==> src/rtl/lrx_pkg.sv <==
package lrx_pkg;

    typedef enum logic [2:0] {
        RS_ACK     = 3'd0,
        RS_BUSY    = 3'd1,
        RS_ERR_A   = 3'd2,
        RS_ERR_C   = 3'd3,
        RS_TIMEOUT = 3'd4,
        RS_CRC_ERR = 3'd5
    } lrx_status_e;

    typedef enum logic [1:0] {
        PH_IDLE,
        PH_HUNT,
        PH_CODE,
        PH_BODY
    } lrx_phase_e;

    localparam int CODE_W = 4;
    localparam int CRC_W  = 4;

    function automatic lrx_status_e code_to_status(input logic [CODE_W-1:0] code);
        case (code)
            4'd0:    return RS_ACK;
            4'd1:    return RS_BUSY;
            4'd2:    return RS_ERR_A;
            default: return RS_ERR_C;
        endcase
    endfunction

endpackage

==> src/rtl/lrx_crc_step.sv <==
// One bit of the 4-bit link CRC: shift left, feed back the polynomial when
// the incoming bit differs from the top bit.
module lrx_crc_step #(
    parameter int          W    = 4,
    parameter logic [W-1:0] POLY = 4'b0111
) (
    input  logic [W-1:0] crc_i,
    input  logic         bit_i,
    output logic [W-1:0] crc_o
);
    logic fb;

    always_comb begin
        fb    = bit_i ^ crc_i[W-1];
        crc_o = {crc_i[W-2:0], 1'b0} ^ (fb ? POLY : '0);
    end
endmodule

==> src/rtl/lrx_clkgen.sv <==
// Link clock: toggles each cycle while running, rests low otherwise.
// fall_o marks the edge on which the link clock goes high to low.
module lrx_clkgen (
    input  logic clk,
    input  logic rst_n,
    input  logic run_i,
    output logic link_clk_o,
    output logic fall_o
);
    logic lclk_d, lclk_q;

    always_comb begin
        lclk_d = run_i ? ~lclk_q : 1'b0;
        fall_o = run_i & lclk_q;
    end

    always_ff @(posedge clk or negedge rst_n) begin
        if (!rst_n) lclk_q <= 1'b0;
        else        lclk_q <= lclk_d;
    end

    assign link_clk_o = lclk_q;
endmodule

==> src/rtl/lrx_resp_receiver.sv <==
module lrx_resp_receiver
    import lrx_pkg::*;
#(
    parameter int DATA_W   = 32,
    parameter int WAIT_MAX = 512,
    parameter int TRAILER  = 7,
    localparam int LEN_W   = $clog2(DATA_W + 1)
) (
    input  logic              clk,
    input  logic              rst_n,
    input  logic              start_i,
    input  logic [LEN_W-1:0]  data_len_i,
    output logic              link_clk_o,
    output logic              link_den_o,
    input  logic              link_dat_i,
    output logic              busy_o,
    output logic              done_o,
    output logic [2:0]        status_o,
    output logic [DATA_W-1:0] data_o
);
    localparam int SR_W   = DATA_W + CRC_W;
    localparam int CNT_W  = $clog2(SR_W + 1);
    localparam int WAIT_W = $clog2(WAIT_MAX);

    typedef struct packed {
        lrx_phase_e        ph;
        logic [WAIT_W-1:0] wait_cnt;
        logic [CNT_W-1:0]  bit_cnt;
        logic [CNT_W-1:0]  body_len;
        logic [LEN_W-1:0]  len;
        logic [CODE_W-1:0] code;
        logic [CRC_W-1:0]  crc;
        logic [SR_W-1:0]   sr;
        logic              done;
        lrx_status_e       status;
        logic [DATA_W-1:0] data;
    } rx_regs_t;

    rx_regs_t q, d;

    logic             running;
    logic             fall;
    logic             rx_bit;
    logic [CRC_W-1:0] crc_nx;
    logic [CODE_W-1:0] code_nx;
    logic [SR_W-1:0]  sr_nx;

    assign running = (q.ph != PH_IDLE);
    assign rx_bit  = ~link_dat_i;

    lrx_clkgen u_clk (
        .clk        (clk),
        .rst_n      (rst_n),
        .run_i      (running),
        .link_clk_o (link_clk_o),
        .fall_o     (fall)
    );

    lrx_crc_step #(.W(CRC_W), .POLY(4'b0111)) u_crc (
        .crc_i (q.crc),
        .bit_i (rx_bit),
        .crc_o (crc_nx)
    );

    always_comb begin
        d       = q;
        d.done  = 1'b0;
        code_nx = {q.code[CODE_W-2:0], rx_bit};
        sr_nx   = {q.sr[SR_W-2:0], rx_bit};

        case (q.ph)
            PH_IDLE: begin
                if (start_i) begin
                    d.ph       = PH_HUNT;
                    d.wait_cnt = '0;
                    d.bit_cnt  = '0;
                    d.code     = '0;
                    d.crc      = '0;
                    d.sr       = '0;
                    d.len      = (data_len_i > LEN_W'(DATA_W)) ? LEN_W'(DATA_W) : data_len_i;
                end
            end
            PH_HUNT: begin
                if (fall) begin
                    if (rx_bit) begin
                        d.ph  = PH_CODE;
                        d.crc = crc_nx;
                    end else if (q.wait_cnt == WAIT_W'(WAIT_MAX - 1)) begin
                        d.ph     = PH_IDLE;
                        d.done   = 1'b1;
                        d.status = RS_TIMEOUT;
                        d.data   = '0;
                    end else begin
                        d.wait_cnt = q.wait_cnt + WAIT_W'(1);
                    end
                end
            end
            PH_CODE: begin
                if (fall) begin
                    d.code = code_nx;
                    d.crc  = crc_nx;
                    if (q.bit_cnt == CNT_W'(CODE_W - 1)) begin
                        d.ph       = PH_BODY;
                        d.bit_cnt  = '0;
                        d.body_len = (code_nx == '0) ? CNT_W'(q.len) + CNT_W'(CRC_W)
                                                     : CNT_W'(TRAILER);
                    end else begin
                        d.bit_cnt = q.bit_cnt + CNT_W'(1);
                    end
                end
            end
            PH_BODY: begin
                if (fall) begin
                    d.sr  = sr_nx;
                    d.crc = crc_nx;
                    if (q.bit_cnt == q.body_len - CNT_W'(1)) begin
                        d.ph     = PH_IDLE;
                        d.done   = 1'b1;
                        d.data   = sr_nx[SR_W-1:CRC_W];
                        d.status = (crc_nx != '0) ? RS_CRC_ERR : code_to_status(q.code);
                    end else begin
                        d.bit_cnt = q.bit_cnt + CNT_W'(1);
                    end
                end
            end
            default: d.ph = PH_IDLE;
        endcase
    end

    always_ff @(posedge clk or negedge rst_n) begin
        if (!rst_n) q <= '0;
        else        q <= d;
    end

    assign busy_o     = running;
    assign link_den_o = ~running;
    assign done_o     = q.done;
    assign status_o   = q.status;
    assign data_o     = q.data;
endmodule

==> config.mk <==
export PLATFORM = sky130hd
export DESIGN_NAME = lrx_resp_receiver
export DESIGN_NICKNAME = d
export VERILOG_FILES = /design/src/rtl/lrx_pkg.sv /design/src/rtl/lrx_crc_step.sv /design/src/rtl/lrx_clkgen.sv /design/src/rtl/lrx_resp_receiver.sv
export SDC_FILE = /design/constraint.sdc
export NUM_CORES = 1
export LEC_CHECK = 0
export BUFFER_PORTS_ARGS = -buffer_cell sky130_fd_sc_hd__buf_2
export CAP_MARGIN = 20
export CORE_MARGIN = 2
export CORE_UTILIZATION = 54
export CTS_CLUSTER_DIAMETER = 30
export DETAILED_ROUTE_END_ITERATION = 6
export PLACE_DENSITY = 0.84
export SLEW_MARGIN = 10
export SYNTH_ARGS = -nofsm -noshare
export SYNTH_HDL_FRONTEND = slang
export SYNTH_SLANG_ARGS = --single-unit
==> constraint.sdc <==
create_clock -name clk -period 3.2 [get_ports clk]
set_clock_uncertainty 0.05 [all_clocks]
set_input_delay 0.64 -clock clk [delete_from_list [all_inputs] [get_ports clk]]
set_output_delay 0.64 -clock clk [all_outputs]
set_load 0.01 [all_outputs]
**Yosys cells after proc, flatten, opt, wreduce, memory -nomap -nowiden**

Index checks and enable logic that the tools add are counted.
W data, S select, Z words.

- Add/subtract/negate cells: 4
- $lt $le $gt $ge: 1
- Equal/unequal tests: 20
- Multiplexer cells: 37
- Bitwise operators: 6
- Reductions and logical operators: 19

Operators with widths:

| operator | count |
|---|---|
| $mux W36 | 4 |
| $mux W76 | 1 |
| $pmux W36 S2 | 1 |
| $pmux W35 S2 | 1 |
| $mux W44 | 1 |
| $mux W6 | 6 |
| $ne A2 B2 Y1 const B | 11 |
| $mux W9 | 2 |
| $pmux W6 S3 | 1 |
| $pmux W9 S2 | 1 |
| $mux W17 | 1 |
| $pmux W4 S4 | 1 |
| $reduce_and A5 Y1 | 3 |
| $mux W12 | 1 |
| $mux W2 | 6 |
| $mux W11 | 1 |
| $reduce_bool A2 Y1 | 5 |
| $add A9 B1 Y9 const B | 1 |
| $eq A9 B9 Y1 const B | 1 |
| $reduce_and A3 Y1 | 3 |
| $logic_not A4 Y1 | 2 |
| $mux W4 | 2 |
| $mux W8 | 1 |
| $pmux W2 S4 | 1 |
| 25 further kinds | 29 |

- Register bits: 109
- Input bits: 10
- Output and inout bits: 39
- Word-level logic and storage cells: 99

**Logic depth before layout (Yosys ltp)**

Gate-level depths: netlist of run 1.

- Depth after elaboration: 9
- Gate-level depth with buffers: 11

**Modules after synthesis**

Synthesis of run 1 repeated with hierarchy kept, for this count alone.

- Cell total of the unflattened synthesis: 655
- Area total of the unflattened synthesis: 5938.2 µm²

By module, submodules not included:

| module | instances | cells an instance | area an instance (µm²) |
|---|---|---|---|
| lrx_resp_receiver | 1 | 647 | 5825.6 |
| lrx_crc_step | 1 | 5 | 71.3 |
| lrx_clkgen | 1 | 3 | 41.3 |

**Least setup slack after synthesis of run 1**

OpenSTA, ideal clock, no wires.

- Kind: register to register
- From: register q[86] (netlist bit)
- To: register q, in the netlist status_o[1]
- Data arrival time: 2.489 ns
- Required time: 3.023 ns
- Slack: 0.533 ns
- Cell stages (with the launch flop): 8
- Buffers on the path: 1
- Clock period less this slack: 2.667 ns
- Cell sequence: dfrtp_1 or4_1 or3_1 a2111o_1 o21a_1 or2_0 buf_2 mux2_1

- Cells in the longest elaborated chain, start to end: 4

RTL lines:

| element | RTL line | text |
|---|---|---|
| start, declared | lrx_resp_receiver.sv:39 | `rx_regs_t q, d;` |
| start signal, assigned | lrx_resp_receiver.sv:131 | `if (!rst_n) q <= '0;` |
| start signal, assigned | lrx_resp_receiver.sv:132 | `else q <= d;` |
| $sub A6 B1 Y6 | lrx_resp_receiver.sv:116 | `if (q.bit_cnt == q.body_len - CNT_W'(1)) begin` |
| $eq A6 B6 Y1 | lrx_resp_receiver.sv:116 |  |
| $ne A2 B2 Y1 (no source line) | n/a |  |
| $reduce_and A6 Y1 (no source line) | n/a |  |

Every way passes these cells.
A chain may end at the register's enable or synchronous reset.

**Worst setup path after layout of run 1**

- From: register q[86] (netlist bit)
- To: register q, in the netlist data_o[6]

The elaborated chain is that of the path after synthesis.

==> results of run 1 <==
[sequential cells by signal (all words and copies together) (netlist names), named ones only]
signal	cells
done_o	1
code_nx	3
status_o	3
data_o	32
u_clk.link_clk_o	1
q	68
[synthesized netlist by cell type, drive strengths merged (8+ instances only)]
| library cell | n |
|---|---|
| dfrtp | 109 |
| o21ai | 90 |
| nand2 | 69 |
| buf | 42 |
| a22o | 36 |
| clkbuf | 24 |
| nor2 | 16 |
| a21oi | 12 |
| nor3 | 11 |
| ha | 10 |
| nand3 | 10 |
| nand2b | 9 |
| inv | 8 |
| xnor2 | 8 |
[final cells by class]
class	instances	area (sq um)
Timing Repair Buffer	61	353
Fill cell	742	3750
Tap cell	129	161
Clock buffer	9	124
Sequential cell	109	2730
Inverter	9	33.8
Multi-Input combinational cell	334	2010
Clock inverter	7	77.6
[final timing paths]
path / start / endpoint / depth (start not counted) / slack [ns]
worst max register to register: q[86] / data_o[6] / 7 / 0.33
worst min register to register: q[36] / q[36] / 2 / 0.45
worst min-delay path: rst_n / u_clk.link_clk_o / 1 / 0.22
worst max-delay path: q[86] / data_o[6] / 7 / 0.33
min in group clk: q[36] / q[36] / 2 / 0.45
max in group asynchronous: rst_n / q[94] / 2 / 2.15
[per-stage QoR]
step | cell area [sq um] | util (%) | setup slack (ns) | std cells | power [uW]
2_1_floorplan | 5150 | - | 0.533 | 518 | 2150
3_3_place_gp | 5290 | 57.3 | 0.456 | 642 | 2350
3_5_place_dp | 5290 | 57.3 | 0.339 | 642 | 2390
4_1_cts | 5490 | 59.4 | 0.316 | 658 | 3210
5_1_grt | 5490 | 59.4 | 0.233 | 658 | 3390
6_report | 5490 | 59.4 | 0.334 | 658 | 3190
[metal layers]
| layer | routed length [um] | share of wire [%] |
|---|---|---|
| met1 | 4460 | 44 |
| met2 | 4880 | 49 |
| met3 | 555 | 5.5 |
| met4 | 145 | 1.4 |
| met5 | 0 | 0 |
[power groups by stage]
stage                     clock (uW)  combinational, uW  sequential, uW
after global routing             903                880            1600
final                            819                787            1580
after global placement             0                746            1600
after floorplan                    0                565            1590
after CTS                        844                782            1580
after detailed placement           0                779            1610
[cells by family (layout without fill, tap and decap cells)]
group	count (synthesis)	count (layout)	synth area share, %
compound gates	164	164	19.9
xor+xnor	14	14	2.38
fa+ha+maj	10	10	2.43
buf+inv	75	86	8.30
flops	109	109	52.9
mux	5	5	1.07
simple gates	141	141	13.0
[worst max-delay path, cell delays in order, from the launching register on]
cell and delay, ns:
dfrtp_1 0.43, or4_1 0.54, or3_1 0.33, a2111o_1 0.49
o21a_1 0.27, or2_1 0.28, buf_4 0.22, o21ai_1 0.18
==> metrics.md, run 1 <==
| Metric | Value |
|---|---|
| Final hold vios | 0 |
| Post-DR wirelength/cell | about 15 um |
| Final critical-path required period | 2.87 ns |
| Via/cell ratio | roughly 5.8 |
| Leak pwr | around 0.0026 uW |
| CP arrival | between 3 and 4 ns |
| Row count | 35 |
| Switch share | roughly 35% |
| Met1 Use GR | between 20% and 30% |
| Switch Pwr | about 1100 uW |
| Yosys cell types | 48 |
| Hold WC Path Type | input pin to asynchronous set/reset pin |
| GRT Total Usage | about a fifth |
| Initial DRC count | around 270 |
| Cts hold-fix bufs | 0 |
| First-pass GRT wire length | about 17 mm |
| Vias in the first global route | roughly 3600 |
| Flop pwr share | approximately half |
| Synth Net Count | 538 |
| DR DRC count | 0 |
| Remaining antenna violation count | 0 |
| Full die area | around 0.010 sq mm |
| Final #Nets | between 500 and 600 |
| Most frequent cells in the layout | 109 x dfrtp_1, 69 x nand2_1, 57 x o21ai_0 |
| IO Port Bufs | 48 |
| Max Clk Rate | around 350 MHz |
| Clock root buffer | clkbuf_8 |
| Final setup fails | 0 |
| Clock slew at reported path FFs | 0.11 ns |
| Synthesized area per cell | approximately 9.9 sq um |
| Longest Clk Path Bufs | 2 |
| HPWL after detailed placement | 6.88 mm |
| CORE AREA | 0.00924 sq mm |
| Post-CTS sizing | 0 |
| Initial Util | 55.8% |
| Area grow syn2layout | 6.56% |
| Final setup TNS | 0 ns |
| Combinational share of power | about a quarter |
| Gr busiest metal | met2 |
| Largest net degree at the start of global routing | 60 |
| Routability-driven placement congestion ratio | 0.839 |
| Status | finished clean |
| Post-synth top area share | a little over half |
| FF+latch count, synth | 109 |
| TritonCTS buffer count | 9 |
| CTS Sinks | 109 |
| Via count | between 3000 and 4000 |
| Clock Latency Late Sink | around 0.37 ns |
| Die Y-Extent | slightly above 100 um |
| RSZ-0062 raised after global routing | false |
| Max Fanout on Critical Path | 20 |
| CTS tree | yes |
| Final Slew Violations | 0 |
| Grt met3 use | under 10% |
| Pwr dens | between 500 and 600 mW/mm^2 |
| Overflow after GRT | 0 |
| Worst Setup Path Type | flop to flop |
| Fin crit share | 89.6% |
| Share of layout cells above drive strength 1 | around 16% |
| Met2 global-route usage | around a third |
| Maxcap violations | 0 |
| Mapped Area | between 0.005 and 0.006 sq mm |
| Area leader, netlist | dfrtp_1 |
| EDFF count, synth | 0 |
| Worst rel slew slack | between 50% and 60% |
| IO Pins | 49 |
| Synth warnings | 0 |
| Initial antenna violation count | 0 |
| Required @ worst endpoint | ~3.5 ns |
| Ranking of synthesized cells by area | dfrtp_1 53%, a22o_1 6.1%, o21ai_0 5.5% |
| Internal power | just over 2000 uW |
| Crit start category | flop |
| Diodes inserted | 0 |
| Asr flop ratio synth | 100% |
| Critical Path End Type | flop |
| Seq/Total Area, Yosys | 52.9% |
| H-tree depth | 3 |
| Main synth FF type | dfrtp_1 |
| Postcts setup bufs | 0 |
| Most common cell after layout, fill and taps aside | dfrtp_1 |
| Routed wire length | roughly 10 mm |
| Worst Max-Slew Pin Slew | 0.652 ns |
| Maximum vdd drop | approximately 0.31 mV |
| Synth Instances | around 520 |
| Die Width | slightly above 100 um |
| Clock power frac | approximately a quarter |
| Worst hold slack | ~0.22 ns |
| DR pass1 iterations | 5 |
Power figures use the tool's default switching activity.
==> inputs of run 2 (changes only) <==
--- a/config.mk
+++ b/config.mk
@@ -8,10 +8,11 @@
 export BUFFER_PORTS_ARGS = -buffer_cell sky130_fd_sc_hd__buf_2
 export CAP_MARGIN = 20
 export CORE_MARGIN = 2
-export CORE_UTILIZATION = 54
+export CORE_UTILIZATION = 53
 export CTS_CLUSTER_DIAMETER = 30
+export CTS_CLUSTER_SIZE = 8
 export DETAILED_ROUTE_END_ITERATION = 6
-export PLACE_DENSITY = 0.84
+export PLACE_DENSITY = 0.85
 export SLEW_MARGIN = 10
 export SYNTH_ARGS = -nofsm -noshare
 export SYNTH_HDL_FRONTEND = slang
==> constraint.sdc (replaced) <==
create_clock -name clk -period 2.6 [get_ports clk]
set_clock_uncertainty 0.05 [all_clocks]
set_input_delay 0.52 -clock clk [delete_from_list [all_inputs] [get_ports clk]]
set_output_delay 0.52 -clock clk [all_outputs]
set_load 0.01 [all_outputs]
==> run 2 against run 1 <==
  * The run now ends with setup timing left
  * Critical path type unchanged
  * Worst setup slack got worse by 0.35 ns
  * First-iteration DRC count rose by 16%
  * Critical path depth grew 2
  * Non-clock buffer count is 15 higher
  * Core utilization increased by 2.2 points
==> metrics.md, run 2 (synthesis results as in run 1) <==
| Metric | Value |
|---|---|
| Clock Latency Late Sink | 0.38 ns (about the same) |
| Hold WC Path Type | input pin to flop |
| Share of layout cells above drive strength 1 | 21.4% (+5.1 points) |
| Most frequent cells in the layout | 109 x dfrtp_1, 69 x nand2_1, 47 x buf_2 |
| Routability-driven placement congestion ratio | 0.866 (+3.2%) |
| Leak pwr | 0.00268 uW (+4.5%) |
| CTS tree | yes |
| CTS Sinks | 109 (unchanged) |
| Worst hold slack | 0.359 ns (+0.138 ns) |
| Most common cell after layout, fill and taps aside | dfrtp_1 |
| Overflow after GRT | 0 (unchanged) |
| IO Pins | 49 (unchanged) |
| Initial Util | 55.3% (-0.52 points) |
| Maximum vdd drop | 0.333 mV (+7.4%) |
| # fillers | 698 (-5.9%) |
| Post-DR wirelength/cell | 16.4 um (+7.2%) |
| Largest net degree at the start of global routing | 49 (-18%) |
| Slowest stage delay, CP | 0.51 ns (-0.03 ns) |
| Clock slew at reported path FFs | 0.10 ns (about the same) |
| Failing checks | setup timing |
| Crit start category | flop |
| Clock root buffer | clkbuf_8 |
| Required @ worst endpoint | 2.86 ns (-0.60 ns) |
| Final Slew Violations | 0 (unchanged) |
| Max Clk Rate | 382 MHz (+9.6%) |
| Final WS setup | -0.0149 ns (-0.349 ns) |
| IO Port Bufs | 48 (unchanged) |
| Area grow syn2layout | 11.6% |
| Initial antenna violation count | 0 (unchanged) |
| Biggest register | q |
| Via count | 3965 (+4.8%) |
| Die Y-Extent | 103 um (+0.90%) |
| Status | finished with violations |
| TritonCTS buffer count | 9 (unchanged) |
| Crit-path slowest cell | or4_4 |
| Via/cell ratio | 5.90 (+2.6%) |
| RSZ-0062 raised after global routing | true |
| Dpl ws | -0.0565 ns (-0.396 ns) |
| Final hold vios | 0 (unchanged) |
| Placed instance area | 0.00537 sq mm (+1.5%) |
| Fin crit share | 101% (+11 points) |
| Post-route cell area | 0.00575 sq mm (+4.8%) |
| Worst rel slew slack | 67.5% (+11 points) |
| Full die area | 0.0105 sq mm (+1.8%) |
| Die Width | 103 um (+0.90%) |
| DR DRC count | 0 (unchanged) |
| CP arrival | 2.87 ns (-0.25 ns) |
| Final #Nets | 559 (+2.8%) |
| CORE AREA | 0.00933 sq mm (+0.95%) |
| Pwr dens | 694 mW/mm^2 (+19%) |
| Routed wire length | 11.0 mm (+9.5%) |
| Max Fanout on Critical Path | 10 (-50%) |
| Worst Max-Slew Pin Slew | 0.487 ns (-0.165 ns) |
| Final critical-path required period | 2.61 ns (-0.251 ns) |
| Diodes inserted | 0 (unchanged) |
| Final setup fails | 4 (+4) |
| Critical Path End Type | flop |
| Maxcap violations | 0 (unchanged) |
| Worst Setup Path Type | flop to flop |
| DR pass1 iterations | 5 (unchanged) |
| HPWL after detailed placement | 7.24 mm (+5.3%) |
| Final setup TNS | -0.0268 ns (-0.0268 ns) |
| Worst path cell trace | or4_4 > or3_1 > a2111o_1 > buf_4 > nor3_4 > buf_12 > clkbuf_16 > nand2_1 > o21ai_1 |
| Remaining antenna violation count | 0 (unchanged) |
| Initial DRC count | 315 (+16%) |
| First-pass GRT wire length | 17.6 mm (+2.4%) |
| GRT Total Usage | 21.4% (+0.41 points) |
| H-tree depth | 3 (unchanged) |
| Longest Clk Path Bufs | 2 (unchanged) |
| Vias in the first global route | 3757 (+4.4%) |
| Row count | 35 (unchanged) |
| Max reg flops | 68 (unchanged) |
## run 2: layout make-up
cell class	count	area (sq um)	share of cell area (%)
clock buffers	10	138	2.39
well taps	129	161	2.81
repair buffers	76	568	9.87
multi-input cells	334	2080	36.2
flip-flops and latches	109	2730	47.4
clock inverters	5	41.3	0.718
inverters	9	33.8	0.587
## run 2: per-layer routing
layer	vias to the layer above	share of wire [%]	global-route usage, %	wire (um)
met3	17	5.1	5.08	561
met4	0	1.8	8.72	197
li1	1837	-	-	-
met2	132	52	34.7	5670
met1	1979	42	27.9	4570
met5	-	0	0	0
## run 2: timing repair
item	CTS	global route
endpoints found under the setup margin	25	42
pin swaps	0	5
buffers inserted	1	3
gates resized for setup	6	38
hold buffers	1	0
gates cloned	0	1
endpoints found under the hold margin	21	0
## run 2: worst max-delay path: cells and delay by family, from the launching register on
kind / cells / cell delay, ns
AOI/OAI and AO/OA: 2 / 0.53
buffers and inverters: 3 / 0.47
DFF: 1 / 0.40
and+or+nand+nor: 4 / 1.10
## run 2: per-stage QoR
| stage | instances | utilization (%) | total power, uW |
|---|---|---|---|
| after floorplan | 518 | - | 2650 |
| after global placement | 651 | 57.6 | 2960 |
| after detailed placement | 651 | 57.6 | 3030 |
| after CTS | 668 | 60.0 | 3970 |
| after global routing | 672 | 61.7 | 4210 |
| final | 672 | 61.7 | 3990 |
## run 2: worst paths after layout
kind | cells past startpoint | from | slack, ns | end
max in group asynchronous | 3 | rst_n | 1.20 | q[45]
hold / removal | 3 | data_len_i[0] | 0.36 | q[80]
hold reg to reg | 2 | q[72] | 0.45 | q[72]
min in group asynchronous | 2 | rst_n | 0.52 | q[84]
setup / recovery | 9 | q[86] | -0.01 | data_o[10]
setup reg to reg | 9 | q[86] | -0.01 | data_o[10]
## run 2: power breakdown
part           leakage (uW)  internal, uW  switching, uW
Sequential          0.00149          1820            140
Clock             0.0000858           380            571
Combinational       0.00110           388            690
Total               0.00268          2590           1400
==> inputs of run 3 (changes only) <==
--- a/config.mk
+++ b/config.mk
@@ -8,11 +8,11 @@
 export BUFFER_PORTS_ARGS = -buffer_cell sky130_fd_sc_hd__buf_2
 export CAP_MARGIN = 20
 export CORE_MARGIN = 2
-export CORE_UTILIZATION = 53
+export CORE_UTILIZATION = 54
 export CTS_CLUSTER_DIAMETER = 30
 export CTS_CLUSTER_SIZE = 8
 export DETAILED_ROUTE_END_ITERATION = 6
-export PLACE_DENSITY = 0.85
+export PLACE_DENSITY = 0.84
 export SLEW_MARGIN = 10
 export SYNTH_ARGS = -nofsm -noshare
 export SYNTH_HDL_FRONTEND = slang
==> constraint.sdc (replaced) <==
create_clock -name clk -period 3.05 [get_ports clk]
set_clock_uncertainty 0.05 [all_clocks]
set_input_delay 0.61 -clock clk [delete_from_list [all_inputs] [get_ports clk]]
set_output_delay 0.61 -clock clk [all_outputs]
set_load 0.01 [all_outputs]
==> run 3 against run 2 <==
  * The flow now finishes without violations
  * Die area is 1.8% lower
  * Sequential cell count stayed put
  * Design area is 4.2% lower
  * Combinational power is 22% lower
  * Non-clock buffer count is 14 lower
  * Fmax is 6.6% lower
  * Sequential power is 15% lower
  * Critical endpoint is now data_o[2]
  * Largest cell class unchanged
==> metrics.md, run 3 (synthesis results as in run 1) <==
| Metric | Value |
|---|---|
| Critical R2R Launch | q[88] |
| Worst Max-Slew Pin Slew | 0.486 ns (-0.00135 ns) |
| Post-DR wirelength/cell | 16.2 um (-1.2%) |
| Die Y-Extent | 102 um (-0.90%) |
| Switch share | 36.2% (+1.1 points) |
| Fin crit share | 91.8% (-8.8 points) |
| Required @ worst endpoint | 3.30 ns (+0.44 ns) |
| GRT Total Usage | 22.2% (+0.78 points) |
| HPWL after detailed placement | 7.19 mm (-0.70%) |
| Post-CTS sizing | 0 (-6) |
| CORE AREA | 0.00924 sq mm (-0.94%) |
| Final Slew Violations | 0 (unchanged) |
| Area grow syn2layout | 6.94% |
| Final setup TNS | 0 ns (+0.0268 ns) |
| IO Port Bufs | 48 (unchanged) |
| Initial antenna violation count | 0 (unchanged) |
| Final setup fails | 0 (-4) |
| First-pass GRT wire length | 18.2 mm (+3.4%) |
| Vias in the first global route | 3799 (+1.1%) |
| Full die area | 0.0103 sq mm (-1.8%) |
| Final hold vios | 0 (unchanged) |
| Final #Nets | 545 (-2.5%) |
| Post-layout util | 59.6% (-2.0 points) |
| IO Pins | 49 (unchanged) |
| Crit start category | flop |
| H-tree depth | 3 (unchanged) |
| DR pass1 iterations | 4 (-1) |
| Via/cell ratio | 5.85 (-0.83%) |
| RSZ-0062 raised after global routing | false |
| Max reg flops | 68 (unchanged) |
| Pwr dens | 615 mW/mm^2 (-11%) |
| Status | finished clean |
| Most common cell after layout, fill and taps aside | dfrtp_1 |
| Diodes inserted | 0 (unchanged) |
| Routed wire length | 10.7 mm (-3.1%) |
| Maxcap violations | 0 (unchanged) |
| Die Width | 102 um (-0.90%) |
| Worst rel slew slack | 67.6% (+0.090 points) |
| Largest net degree at the start of global routing | 53 (+8.2%) |
| Initial Util | 55.8% (+0.52 points) |
| Clock root buffer | clkbuf_8 |
| FF/Latch Area | 0.00273 sq mm (unchanged) |
| DR DRC count | 0 (unchanged) |
| Initial DRC count | 282 (-10%) |
| Worst hold slack | 0.0459 ns (-0.313 ns) |
| Critical Path End Type | flop |
| CP arrival | 3.05 ns (+0.18 ns) |
| Biggest register | q |
| TritonCTS buffer count | 9 (unchanged) |
| Clock power frac | 25.9% (+2.1 points) |
| Via count | 3856 (-2.7%) |
| # fillers | 764 (+9.5%) |
| Max Fanout on Critical Path | 20 (+10) |
| Clock Latency Late Sink | 0.38 ns (about the same) |
| Maximum vdd drop | 0.308 mV (-7.5%) |
| Internal power | 2160 uW (-16%) |
| Combinational share of power | 24.9% (-2.1 points) |
| Share of layout cells above drive strength 1 | 16.4% (-4.9 points) |
| Area taken by multi-input logic gates | 0.00201 sq mm (-3.3%) |
| Final critical-path required period | 2.80 ns (+0.184 ns) |
| Most frequent cells in the layout | 109 x dfrtp_1, 69 x nand2_1, 57 x o21ai_0 |
| Switch Pwr | 1230 uW (-12%) |
| CTS Sinks | 109 (unchanged) |
| Routability-driven placement congestion ratio | 0.779 (-10%) |
| Leak pwr | 0.00258 uW (-4.0%) |
| Postcts setup bufs | 0 (-1) |
| RR Endpoint | data_o[2] |
| Row count | 35 (unchanged) |
| Worst Setup Path Type | flop to flop |
| Reg-to-reg slack, setup | 0.25 ns (+0.27 ns) |
| Flop pwr share | 49.3% (about the same) |
| CTS tree | yes |
| Hold WC Path Type | input pin to asynchronous set/reset pin |
| Clock slew at reported path FFs | 0.12 ns (+0.02 ns) |
| R2R depth | 7 (-2) |
| Longest Clk Path Bufs | 2 (unchanged) |
| Remaining antenna violation count | 0 (unchanged) |
| Cts hold-fix bufs | 0 (-1) |
| Max Clk Rate | 357 MHz (-6.6%) |
| Overflow after GRT | 0 (unchanged) |
run 3: changes by cell type in the layout (fill, tap and decap cells not counted), moves of 4 or more:
cell | previous run | this run
o21ai_0 | 42 | 57
buf_4 | 18 | 13
buf_12 | 7 | 2
o21ai_2 | 12 | 1
o21ai_1 | 36 | 32
run 3: layout make-up:
type                    instances  area share [%]
repair buffers                 62            6.77
inverters                       9           0.613
multi-input cells             334            36.5
clock inverters                 7            1.41
clock buffers                   9            2.25
well taps                     129            2.93
flip-flops and latches        109            49.5
run 3: worst max-delay path: stages (launching register included):
cell	delay, ns
dfrtp_1	0.46
or4_1	0.51
or3_1	0.33
a2111o_1	0.48
o21a_1	0.23
or2_1	0.27
buf_4	0.22
o21ai_0	0.19
run 3: through the flow:
| stage | cell area, sq um | total power (uW) | std cells | setup WS, ns |
|---|---|---|---|---|
| 2_1_floorplan | 5150 | 2260 | 518 | 0.383 |
| 3_3_place_gp | 5310 | 2470 | 643 | 0.353 |
| 3_5_place_dp | 5310 | 2520 | 643 | 0.276 |
| 4_1_cts | 5510 | 3400 | 659 | 0.251 |
| 5_1_grt | 5510 | 3580 | 659 | 0.139 |
| 6_report | 5510 | 3390 | 659 | 0.251 |
run 3: power groups by stage:
stage	Combinational (uW)	Sequential, uW	Clock, uW
2_1_floorplan	593	1660	0
3_3_place_gp	785	1690	0
3_5_place_dp	825	1690	0
4_1_cts	840	1670	887
5_1_grt	952	1690	942
6_report	844	1670	877
run 3: worst max-delay path by stage:
stage | startpoint | endpoint | slack [ns] | depth (start not counted)
2_1_floorplan | q[86] | status_o[1] | 0.38 | 7
3_3_place_gp | q[86] | data_o[1] | 0.35 | 7
3_5_place_dp | q[88] | data_o[2] | 0.28 | 7
4_1_cts | q[88] | data_o[2] | 0.25 | 7
5_1_grt | q[88] | data_o[2] | 0.14 | 7
6_report | q[88] | data_o[2] | 0.25 | 7
run 3: per-layer routing:
layer	vias up	wire, um	track usage (%)	part of all wire (%)
li1	1804	-	-	-
met1	1933	4650	30.6	44
met2	101	5370	36.4	50
met3	18	465	2.28	4.4
met4	0	170	8.42	1.6
met5	-	0	0	0
